===== config.mk =====
export PLATFORM = sky130hd
export DESIGN_NAME = hb_chop_guard
export DESIGN_NICKNAME = d
export VERILOG_FILES = /design/src/rtl/hb_chop_pkg.sv /design/src/rtl/hb_hs_filter.sv /design/src/rtl/hb_ls_blanker.sv /design/src/rtl/hb_off_timer.sv /design/src/rtl/hb_fault_resolver.sv /design/src/rtl/hb_chop_guard.sv
export SDC_FILE = /design/constraint.sdc
export NUM_CORES = 1
export LEC_CHECK = 0
export BUFFER_PORTS_ARGS = -buffer_cell sky130_fd_sc_hd__buf_2
export CAP_MARGIN = 20
export CORE_MARGIN = 1.5
export CORE_UTILIZATION = 35
export CTS_BUF_LIST = sky130_fd_sc_hd__clkbuf_8
export CTS_CLUSTER_SIZE = 28
export DETAILED_ROUTE_END_ITERATION = 8
export REMOVE_ABC_BUFFERS = 1
export SYNTH_ARGS = -nofsm -noshare
export SYNTH_HDL_FRONTEND = slang
export SYNTH_SLANG_ARGS = --single-unit

===== constraint.sdc =====
create_clock -name clk_i -period 2.7 [get_ports clk_i]
set_input_delay 0.27 -clock clk_i [delete_from_list [all_inputs] [get_ports clk_i]]
set_output_delay 0.27 -clock clk_i [all_outputs]
set_load 0.01 [all_outputs]

===== src/rtl/hb_chop_pkg.sv =====
package hb_chop_pkg;
  typedef enum logic {
    BL_IDLE,
    BL_WATCH
  } blank_st_e;

  typedef enum logic [1:0] {
    RS_IDLE,
    RS_PAIR,
    RS_DONE
  } res_st_e;
endpackage


===== src/rtl/hb_hs_filter.sv =====
module hb_hs_filter #(
  parameter int FILT_CYC = 200
) (
  input  logic clk_i,
  input  logic rst_ni,
  input  logic on_i,
  input  logic short_i,
  output logic det_o
);
  localparam int CW = $clog2(FILT_CYC + 1);

  logic [CW-1:0] cnt_q;
  logic          qual;

  assign qual  = on_i & short_i;
  assign det_o = qual && (cnt_q == CW'(FILT_CYC - 1));

  // saturates at FILT_CYC so a held flag detects once
  always_ff @(posedge clk_i or negedge rst_ni) begin
    if (!rst_ni) begin
      cnt_q <= '0;
    end else if (!qual) begin
      cnt_q <= '0;
    end else if (cnt_q != CW'(FILT_CYC)) begin
      cnt_q <= cnt_q + 1'b1;
    end
  end
endmodule


===== src/rtl/hb_ls_blanker.sv =====
module hb_ls_blanker
  import hb_chop_pkg::*;
#(
  parameter int BLANK_CYC = 50
) (
  input  logic clk_i,
  input  logic rst_ni,
  input  logic hold_i,
  input  logic limit_i,
  input  logic short_i,
  output logic det_o,
  output logic chop_o
);
  localparam int CW = $clog2(BLANK_CYC + 1);

  blank_st_e     st_q;
  logic [CW-1:0] cnt_q;
  logic          last;

  assign last   = (cnt_q == CW'(BLANK_CYC - 1));
  assign det_o  = (st_q == BL_WATCH) && !hold_i && short_i;
  assign chop_o = (st_q == BL_WATCH) && !hold_i && !short_i && last;

  always_ff @(posedge clk_i or negedge rst_ni) begin
    if (!rst_ni) begin
      st_q  <= BL_IDLE;
      cnt_q <= '0;
    end else begin
      unique case (st_q)
        BL_IDLE: begin
          if (limit_i && !hold_i) begin
            st_q  <= BL_WATCH;
            cnt_q <= '0;
          end
        end
        BL_WATCH: begin
          if (hold_i || short_i || last) st_q <= BL_IDLE;
          else                           cnt_q <= cnt_q + 1'b1;
        end
        default: st_q <= BL_IDLE;
      endcase
    end
  end
endmodule


===== src/rtl/hb_off_timer.sv =====
module hb_off_timer #(
  parameter int OFF_CYC = 1000
) (
  input  logic clk_i,
  input  logic rst_ni,
  input  logic start_i,
  output logic busy_o
);
  localparam int CW = $clog2(OFF_CYC + 1);

  logic [CW-1:0] cnt_q;

  assign busy_o = (cnt_q != '0);

  always_ff @(posedge clk_i or negedge rst_ni) begin
    if (!rst_ni)      cnt_q <= '0;
    else if (busy_o)  cnt_q <= cnt_q - 1'b1;
    else if (start_i) cnt_q <= CW'(OFF_CYC);
  end
endmodule


===== src/rtl/hb_fault_resolver.sv =====
module hb_fault_resolver
  import hb_chop_pkg::*;
#(
  parameter int N_OUT    = 2,
  parameter int PAIR_CYC = 200
) (
  input  logic             clk_i,
  input  logic             rst_ni,
  input  logic [N_OUT-1:0] hs_det_i,
  input  logic [N_OUT-1:0] ls_det_i,
  output logic             shut_o,
  output logic [N_OUT-1:0] gnd_o,
  output logic [N_OUT-1:0] sup_o,
  output logic             load_o
);
  localparam int CW = $clog2(PAIR_CYC + 1);

  res_st_e          st_q;
  logic [CW-1:0]    cnt_q;
  logic             first_hs_q;
  logic [N_OUT-1:0] who_q;
  logic             any_hs, any_ls, opposite;

  assign any_hs   = |hs_det_i;
  assign any_ls   = |ls_det_i;
  assign opposite = first_hs_q ? any_ls : any_hs;

  always_ff @(posedge clk_i or negedge rst_ni) begin
    if (!rst_ni) begin
      st_q       <= RS_IDLE;
      cnt_q      <= '0;
      first_hs_q <= 1'b0;
      who_q      <= '0;
      shut_o     <= 1'b0;
      gnd_o      <= '0;
      sup_o      <= '0;
      load_o     <= 1'b0;
    end else begin
      gnd_o  <= '0;
      sup_o  <= '0;
      load_o <= 1'b0;
      unique case (st_q)
        RS_IDLE: begin
          if (any_hs || any_ls) begin
            shut_o <= 1'b1;
            if (any_hs && any_ls) begin
              load_o <= 1'b1;
              st_q   <= RS_DONE;
            end else begin
              st_q       <= RS_PAIR;
              cnt_q      <= '0;
              first_hs_q <= any_hs;
              who_q      <= any_hs ? hs_det_i : ls_det_i;
            end
          end
        end
        RS_PAIR: begin
          if (opposite) begin
            load_o <= 1'b1;
            st_q   <= RS_DONE;
          end else if (cnt_q == CW'(PAIR_CYC - 1)) begin
            if (first_hs_q) gnd_o <= who_q;
            else            sup_o <= who_q;
            st_q <= RS_DONE;
          end else begin
            cnt_q <= cnt_q + 1'b1;
          end
        end
        default: ;
      endcase
    end
  end
endmodule


===== src/rtl/hb_chop_guard.sv =====
module hb_chop_guard #(
  parameter int N_OUT     = 2,
  parameter int FILT_CYC  = 200,
  parameter int BLANK_CYC = 50,
  parameter int OFF_CYC   = 1000,
  parameter int PAIR_CYC  = 200
) (
  input  logic             clk_i,
  input  logic             rst_ni,
  input  logic [N_OUT-1:0] hs_on_i,
  input  logic [N_OUT-1:0] hs_short_i,
  input  logic [N_OUT-1:0] ls_limit_i,
  input  logic [N_OUT-1:0] ls_short_i,
  output logic             gate_off_o,
  output logic [N_OUT-1:0] gnd_short_o,
  output logic [N_OUT-1:0] sup_short_o,
  output logic             load_short_o
);
  logic [N_OUT-1:0] hs_det, ls_det, chop_req;
  logic             chop_busy, shut;

  for (genvar g = 0; g < N_OUT; g++) begin : g_out
    hb_hs_filter #(.FILT_CYC(FILT_CYC)) u_hs (
      .clk_i   (clk_i),
      .rst_ni  (rst_ni),
      .on_i    (hs_on_i[g]),
      .short_i (hs_short_i[g]),
      .det_o   (hs_det[g])
    );

    hb_ls_blanker #(.BLANK_CYC(BLANK_CYC)) u_ls (
      .clk_i   (clk_i),
      .rst_ni  (rst_ni),
      .hold_i  (chop_busy),
      .limit_i (ls_limit_i[g]),
      .short_i (ls_short_i[g]),
      .det_o   (ls_det[g]),
      .chop_o  (chop_req[g])
    );
  end

  hb_off_timer #(.OFF_CYC(OFF_CYC)) u_off (
    .clk_i   (clk_i),
    .rst_ni  (rst_ni),
    .start_i (|chop_req && !shut),
    .busy_o  (chop_busy)
  );

  hb_fault_resolver #(.N_OUT(N_OUT), .PAIR_CYC(PAIR_CYC)) u_res (
    .clk_i    (clk_i),
    .rst_ni   (rst_ni),
    .hs_det_i (hs_det),
    .ls_det_i (ls_det),
    .shut_o   (shut),
    .gnd_o    (gnd_short_o),
    .sup_o    (sup_short_o),
    .load_o   (load_short_o)
  );

  assign gate_off_o = shut | chop_busy;
endmodule


==> results.json, run 1 <==
{
  "grt_pass1_vias": 2548,
  "area_growth_pct": 14.27,
  "nets": 379,
  "max_slew.worst_pin.slew_ns": 0.6849,
  "vias": 2593,
  "max-vdd-ir-drop_mv": 0.2584,
  "maxCapViolCount": 0,
  "synth_top_family_by_area": "simple AND/OR/NAND/NOR gates",
  "synth_edf_count": 0,
  "cts_resized": 0,
  "synth-compound-area-share": 0.1648,
  "clock_sinks": 59,
  "clk_pin_slew_ns": 0.06,
  "cp_max_fo": 8,
  "drc": 0,
  "status": "finished, final reports clean",
  "synthCells": 327,
  "avgSynthCellArea_sq_um": 9.681,
  "drive_above_1_share": 0.1354,
  "finalWirelength_um": 6648,
  "pwr_density_cell_nw_per_um2": 464.4,
  "gp_congestion": 0.8281,
  "dpl.hpwl_um": 4804,
  "cp.required_ns": 2.92,
  "crit_type": "register to register",
  "tns_ns": 0,
  "post-synth-top-area-fraction": 0.4664,
  "first_pass_iters": 4,
  "period_share": 0.9108,
  "min_period_ns": 2.459,
  "overflow": 0,
  "io_pins": 16,
  "ant_nets": 0,
  "numCtsBuffers": 9,
  "relSlewSlack": 0.5392,
  "grt_max_degree": 34,
  "die_w_um": 98.10,
  "rsz0062_at_grt": "false",
  "arrival_ns": 2.68,
  "yosys.area_share.xor_xnor": 0.04427,
  "yosys.area_share.simple": 0.2328,
  "timing.fmax_mhz": 406.6,
  "p_leak_nw": 1.563,
  "yosys_register_bits": 59,
  "fin_ws_ns": 0.2407,
  "cts_root_buf": "clkbuf_8",
  "skew_ns": 0.009044,
  "hold_viol": 0,
  "yosysWarnings": 0,
  "yosysTopAreaCell": "dfrtp_1",
  "wl_per_cell_um": 14.14,
  "vias_per_cell": 5.517,
  "yosysMostFrequentCell": "dfrtp_1",
  "initial_core_util": 0.3612,
  "grt_pass1_wl_um": 11870,
  "io_buffers": 15,
  "pre_cts_ws_ns": 0.2964,
  "n_antenna_cell": 0,
  "yosys-top-cells-count": "dfrtp_1, nor2_1, nand3_1, nand2_1",
  "dieArea_sq_um": 9624,
  "htree_levels": 3,
  "antenna_found_initial": 0,
  "synth.distinct_cells": 50,
  "yosys.area_share.adder": 0.04348,
  "n_fill_cell": 877,
  "clk_latency_ns": 0.34,
  "synth_flop_cell": "dfrtp_1",
  "finalSetupViolCount": 0,
  "seq_area_frac_synth": 0.4664,
  "cts_tree": "yes",
  "synth_mux_area_frac": 0.01976,
  "die_h_um": 98.10,
  "track_usage": 0.1524,
  "cts_buffer_depth": 2,
  "postSynth.asyncResetShare": 1.000,
  "fp-row-count": 34,
  "core_area_sq_um": 8763,
  "cp-end-kind": "register",
  "hp-class": "input port to register",
  "synth_top_cells_by_area": "dfrtp_1, ha_1, nand3_1, nor2_1, xor2_1",
  "drt-initial-drc-count": 153,
  "start_kind": "register",
  "synthesis.area_sq_um": 3166,
  "slew_violations": 0
}
routing by layer:
layer	part of all wire	routed length [um]	track usage	vias up
met3	0.034	229	0.04080	18
met2	0.47	3110	0.2424	45
li1	-	-	-	1278
met4	0.023	156	0.06264	0
met5	0	0	0	-
met1	0.47	3151	0.1969	1252
cells by family after synthesis:
| family | count (synthesis) |
|---|---|
| mux | 6 |
| xor+xnor | 16 |
| buf+inv | 24 |
| simple gates | 137 |
| flops | 59 |
| compound gates | 74 |
| fa+ha+maj | 11 |
path summary, 6_finish.rpt:
path                                            start                                 end  slack (ns)  cells after the start
hold reg to reg              u_res.shut_o$_DFFE_PN0P_            u_res.shut_o$_DFFE_PN0P_        0.50                      1
hold / removal                          hs_short_i[0]  g_out[0].u_hs.cnt_q[1]$_DFFE_PN0P_        0.20                      3
setup reg to reg           u_off.cnt_q[3]$_DFFE_PN0P_          u_res.cnt_q[3]$_DFFE_PN0P_        0.24                      5
max in group asynchronous                      rst_ni  g_out[0].u_hs.cnt_q[0]$_DFFE_PN0P_        1.88                      3
setup / recovery           u_off.cnt_q[3]$_DFFE_PN0P_          u_res.cnt_q[3]$_DFFE_PN0P_        0.24                      5
min in group asynchronous                      rst_ni  g_out[0].u_ls.cnt_q[3]$_DFFE_PN0P_        0.47                      3
worst max-delay path, stage by stage, from the launching register on:
cell,delay (ns)
dfrtp_1,0.43
or4_4,0.59
o41ai_2,0.52
o31a_1,0.41
nor4_1,0.10
a211o_1,0.28
cells in the final DEF (no fill, tap or decap), types with 4 or more instances in the layout:
| cell | instances |
|---|---|
| ha_1 | 11 |
| or4_1 | 4 |
| nand3b_1 | 5 |
| dfrtp_1 | 59 |
| clkbuf_8 | 12 |
| xnor2_1 | 4 |
| o21ai_0 | 18 |
| nor3_1 | 10 |
| nor2_1 | 28 |
| and3_1 | 8 |
| buf_4 | 10 |
| a21o_1 | 5 |
| nand2_1 | 22 |
| or3_1 | 4 |
| inv_1 | 19 |
| a211oi_1 | 4 |
| o41ai_1 | 5 |
| nand3_1 | 25 |
| o211ai_1 | 4 |
| xor2_1 | 12 |
| nor4_1 | 10 |
| a21oi_1 | 13 |
| buf_2 | 15 |
| mux2i_1 | 4 |
flip-flops by register name, summed over array words and instances (netlist names):
register / flops
u_res.gnd_o: 2
g_out.u_ls.cnt_q: 12
u_res.sup_o: 2
g_out.u_ls.st_q: 2
u_res.load_o: 1
u_off.cnt_q: 10
u_res.first_hs_q: 1
g_out.u_hs.cnt_q: 16
u_res.cnt_q: 8
u_res.shut_o: 1
u_res.who_q: 2
u_res.st_q: 2
through the flow:
step | total power, mW | util | hold WS, ns | instances | cell area, sq um
2_1_floorplan | 0.9298 | - | -0.02559 | 321 | 3143
3_3_place_gp | 0.9638 | 0.3912 | 0.3068 | 454 | 3428
3_5_place_dp | 0.9652 | 0.3912 | 0.3116 | 454 | 3428
4_1_cts | 1.704 | 0.4128 | 0.1958 | 470 | 3617
5_1_grt | 1.754 | 0.4128 | 0.2071 | 470 | 3617
6_report | 1.680 | 0.4128 | 0.2040 | 470 | 3617
final cells by class:
class	count	area, sq um	area share
inverters	18	67.56	0.01868
clock inverters	3	13.76	0.003805
well taps	108	135.1	0.03736
flip-flops and latches	59	1476	0.4082
clock buffers	12	165.2	0.04566
repair buffers	26	160.2	0.04428
multi-input cells	244	1599	0.4421
power by group:
group | leakage [nW] | switching, mW | total [mW] | internal [mW]
Combinational | 0.709 | 0.0339 | 0.0510 | 0.0171
Sequential | 0.755 | 0.00728 | 0.897 | 0.890
Clock | 0.0994 | 0.335 | 0.732 | 0.396
Total | 1.56 | 0.377 | 1.68 | 1.30
what timing repair did:
item                      CTS  global route
hold buffers                1             0
buffers inserted            0             0
hold endpoints to repair   59             0
Note: power is estimated with default switching activity, not from simulation.
==> inputs of run 2 (changes only) <==
- GPL_TIMING_DRIVEN: unset -> 0
==> results.json, run 2 (same netlist as run 1, synthesis figures left out) <==
{
  "power_mw": 1.868,
  "drc": 0,
  "io_pins": 16,
  "antenna_found_initial": 0,
  "final_common_cell": "dfrtp_1",
  "track_usage": 0.1431,
  "fin_ws_ns": 0.1576,
  "die_h_um": 98.10,
  "initial_core_util": 0.3612,
  "n_antenna_cell": 0,
  "drt-initial-drc-count": 120,
  "vias_per_cell": 5.457,
  "slew_violations": 0,
  "vias": 2532,
  "clock_sinks": 59,
  "grt_pass1_wl_um": 11320,
  "tns_ns": 0,
  "cp.required_ns": 2.92,
  "pwr_density_cell_nw_per_um2": 514.3,
  "fp-row-count": 34,
  "crit_type": "register to register",
  "cts_root_buf": "clkbuf_8",
  "rsz0062_at_grt": "false",
  "finalWirelength_um": 6336,
  "relSlewSlack": 0.4025,
  "cts_tree": "yes",
  "clk_pin_slew_ns": 0.07,
  "layout_common_cells": "dfrtp_1, nor2_1, nand3_1, nand2_1",
  "post_cts_buffers": 0,
  "overflow": 0,
  "timing.fmax_mhz": 393.3,
  "core_area_sq_um": 8763,
  "skew_ns": 0.008199,
  "grt_pass1_vias": 2435,
  "maxCapViolCount": 0,
  "ant_nets": 0,
  "cp-end-kind": "register",
  "start_kind": "register",
  "pre_cts_ws_ns": -0.05312,
  "largest_register_ff_count": 16,
  "top_regs": "g_out.u_hs.cnt_q x16, g_out.u_ls.cnt_q x12, u_off.cnt_q x10",
  "hold_viol": 0,
  "regMostFlops": "g_out.u_hs.cnt_q",
  "hp-class": "input port to register",
  "dpl.hpwl_um": 4486,
  "p_leak_nw": 1.566,
  "max_slew.worst_pin.slew_ns": 0.8909,
  "dieArea_sq_um": 9624,
  "wl_per_cell_um": 13.66,
  "period_share": 0.9416,
  "nets": 372,
  "die_w_um": 98.10,
  "design_area_sq_um": 3632,
  "min_period_ns": 2.542,
  "cts_buffer_depth": 2,
  "clk_latency_ns": 0.33,
  "finalSetupViolCount": 0,
  "first_pass_iters": 4,
  "gp_congestion": 0.7977,
  "cp_max_fo": 8,
  "arrival_ns": 2.76,
  "post_dp_cell_area_sq_um": 3385,
  "finalNonFillerCells": 464,
  "status": "finished, final reports clean",
  "drive_above_1_share": 0.1236,
  "max-vdd-ir-drop_mv": 0.2881,
  "numCtsBuffers": 9,
  "dp_cells": 446,
  "htree_levels": 3,
  "io_buffers": 15,
  "grt_max_degree": 32,
  "area_growth_pct": 14.74
}
## run 2: cell type report
cell class / count / area, sq um
well taps: 108 / 135.1
clock inverters: 5 / 75.07
fillers: 850 / 5131
inverters: 18 / 67.56
clock buffers: 11 / 151.4
repair buffers: 19 / 121.4
multi-input cells: 244 / 1605
flip-flops and latches: 59 / 1476
## run 2: power breakdown
group	switching, mW	total, mW	internal (mW)
combinational	0.0338	0.0518	0.0180
clock	0.355	0.920	0.565
sequential	0.00705	0.896	0.889
## run 2: per-stage QoR
step           utilization  hold slack [ns]
6_report            0.4145           0.2297
5_1_grt             0.4145           0.2365
2_1_floorplan            -         -0.02559
3_5_place_dp        0.3862           0.3590
3_3_place_gp        0.3826           0.5053
4_1_cts             0.4139           0.2270
## run 2: critical path: stages (launching register included)
cell,delay [ns]
dfrtp_1,0.44
or4_4,0.60
o41ai_2,0.56
o31a_1,0.45
nor4_1,0.10
a211o_1,0.27
## run 2: metal layers
metal / share of wire / vias up / global-route usage
li1: - / 1265 / -
met1: 0.49 / 1215 / 0.1917
met2: 0.46 / 41 / 0.2212
met3: 0.027 / 11 / 0.02577
met4: 0.020 / 0 / 0.07473
met5: 0 / - / 0
## run 2: repair_timing
item	4_1_cts	5_1_grt
hold buffers	1	0
gates resized for setup	1	0
setup endpoints to repair	4	0
endpoints found under the hold margin	10	0
## run 2: worst paths after layout
check	endpoint	slack (ns)	start	cells after the start
hold reg to reg	u_res.shut_o$_DFFE_PN0P_	0.52	u_res.shut_o$_DFFE_PN0P_	1
max in group asynchronous	g_out[0].u_hs.cnt_q[7]$_DFFE_PN0P_	1.60	rst_ni	3
hold / removal	g_out[0].u_hs.cnt_q[1]$_DFFE_PN0P_	0.23	hs_short_i[0]	3
min in group asynchronous	u_res.cnt_q[6]$_DFFE_PN0P_	0.51	rst_ni	2
setup reg to reg	u_res.cnt_q[3]$_DFFE_PN0P_	0.16	u_off.cnt_q[3]$_DFFE_PN0P_	5
setup / recovery	u_res.cnt_q[3]$_DFFE_PN0P_	0.16	u_off.cnt_q[3]$_DFFE_PN0P_	5
==> inputs of run 3 (changes only) <==
- clock period: 2.7 -> 2.6 ns (I/O delays scaled with it)
==> results.json, run 3 (same netlist as run 1, synthesis figures left out) <==
{
  "rr_endpoint": "u_res.cnt_q[2]$_DFFE_PN0P_",
  "crit_family": "simple AND/OR/NAND/NOR gates",
  "gp_congestion": 0.7977,
  "utilization": 0.4180,
  "cts_buffer_depth": 2,
  "nets": 374,
  "reg2reg_from": "u_off.cnt_q[3]$_DFFE_PN0P_",
  "period_share": 0.9464,
  "maxCapViolCount": 0,
  "ant_nets": 0,
  "initial_core_util": 0.3612,
  "vias": 2549,
  "final_common_cell": "dfrtp_1",
  "skew_ns": 0.005545,
  "vias_per_cell": 5.470,
  "finalSetupViolCount": 0,
  "start_kind": "register",
  "p_leak_nw": 1.578,
  "finalWirelength_um": 6385,
  "die_w_um": 98.10,
  "min_from": "hs_short_i[0]",
  "n_antenna_cell": 0,
  "crit_top_cell": "or4_4",
  "hp-class": "input port to register",
  "wl_per_cell_um": 13.70,
  "reg2regPathDepth": 5,
  "dpl.hpwl_um": 4486,
  "drt-initial-drc-count": 93,
  "area_growth_pct": 15.73,
  "cp-end-kind": "register",
  "grt_max_degree": 32,
  "cp_max_fo": 6,
  "cts_root_buf": "clkbuf_8",
  "first_pass_iters": 4,
  "cp_cell_sequence": "or4_4, or4_4, a41oi_2, o211ai_2, a211o_1",
  "layout_common_cells": "dfrtp_1, nor2_1, nand3_1, nand2_1",
  "dieArea_sq_um": 9624,
  "min_period_ns": 2.461,
  "slowest_stage": "or4_4",
  "cp.required_ns": 2.82,
  "relSlewSlack": 0.4158,
  "max_slew.worst_pin.slew_ns": 0.8683,
  "crit_type": "register to register",
  "hold_depth": 3,
  "largest_register_ff_count": 16,
  "fin_ws_ns": 0.1393,
  "timing.fmax_mhz": 406.4,
  "arrival_ns": 2.68,
  "grt_pass1_wl_um": 11320,
  "regMostFlops": "g_out.u_hs.cnt_q",
  "pwr_density_cell_nw_per_um2": 529.6,
  "drive_above_1_share": 0.1313,
  "status": "finished, final reports clean",
  "io_pins": 16,
  "clk_pin_slew_ns": 0.07,
  "cts_tree": "yes",
  "path_buf_inv": 0,
  "hold_path_end": "g_out[0].u_hs.cnt_q[1]$_DFFE_PN0P_",
  "clock_sinks": 59,
  "overflow": 0,
  "slew_violations": 0,
  "hold_viol": 0,
  "htree_levels": 3,
  "pre_cts_ws_ns": -0.1531,
  "io_buffers": 15,
  "drc": 0,
  "slowest_delay_ns": 0.61,
  "max-vdd-ir-drop_mv": 0.2999,
  "ff2ff_setup_slack_ns": 0.14,
  "fp-row-count": 34,
  "top_regs": "g_out.u_hs.cnt_q x16, g_out.u_ls.cnt_q x12, u_off.cnt_q x10",
  "grt_pass1_vias": 2435,
  "clk_latency_ns": 0.33,
  "antenna_found_initial": 0,
  "core_area_sq_um": 8763,
  "track_usage": 0.1431,
  "die_h_um": 98.10,
  "numCtsBuffers": 9
}
## run 3: cell count changes in the layout (fill, tap and decap cells not counted), sizes merged
cell  previous run  this run
buf             17        19
## run 3: through the flow
stage           TNS (ns)  cells  total power, mW  area (sq um)  hold slack, ns
2_1_floorplan  -0.005454    321           0.9655          3143        -0.03559
3_3_place_gp      -2.430    444           0.9992          3353          0.5053
3_5_place_dp     -0.5516    446            1.003          3385          0.3490
4_1_cts                0    463            1.961          3627          0.2170
5_1_grt         -0.03144    466            2.008          3664          0.2265
6_report               0    466            1.940          3664          0.2171
## run 3: worst min-delay path, stage by stage
cell	delay [ns]
buf_2	0.11
nand3_1	0.06
o21ai_0	0.07
## run 3: where the power goes
group	leakage (nW)	internal, mW	switching (mW)
clock	0.119	0.587	0.369
combinational	0.704	0.0187	0.0350
sequential	0.755	0.923	0.00732
## run 3: layout make-up
cell class                 instances  area, sq um
clock buffer                      11        151.4
clock inverter                     5        75.07
fill                             854         5100
inverter                          18        67.56
multi-input combinational        244         1622
sequential                        59         1476
tap                              108        135.1
timing repair buffer              21        136.4
## run 3: how the worst max path moves through the flow
| stage | from | endpoint | slack [ns] | cells past startpoint |
|---|---|---|---|---|
| 3_3_place_gp | u_off.cnt_q[3]$_DFFE_PN0P_ | g_out[1].u_ls.cnt_q[3]$_DFFE_PN0P_ | -0.53 | 5 |
| 3_5_place_dp | u_off.cnt_q[5]$_DFFE_PN0P_ | g_out[0].u_ls.cnt_q[5]$_DFFE_PN0P_ | -0.15 | 6 |
| 4_1_cts | u_off.cnt_q[3]$_DFFE_PN0P_ | g_out[0].u_ls.cnt_q[5]$_DFFE_PN0P_ | 0.06 | 6 |
| 5_1_grt | g_out[0].u_hs.cnt_q[0]$_DFFE_PN0P_ | u_res.who_q[0]$_DFFE_PN0P_ | -0.02 | 6 |
| 2_1_floorplan | u_off.cnt_q[3]$_DFFE_PN0P_ | g_out[1].u_ls.cnt_q[3]$_DFFE_PN0P_ | -0.005 | 5 |
| 6_report | u_off.cnt_q[3]$_DFFE_PN0P_ | u_res.cnt_q[2]$_DFFE_PN0P_ | 0.14 | 5 |
## run 3: repair_timing
item                                   CTS  global route
resized for setup                        1             2
setup endpoints to repair                5             8
buffers inserted                         0             2
endpoints found under the hold margin   28             0
pin swaps                                0             1
hold buffers                             1             0
## run 3: layer usage
metal / global-route usage / vias to the layer above / share of wire
met5: 0 / - / 0
met4: 0.07473 / 0 / 0.017
met3: 0.02577 / 10 / 0.030
met2: 0.2212 / 40 / 0.46
met1: 0.1917 / 1234 / 0.50
li1: - / 1265 / -
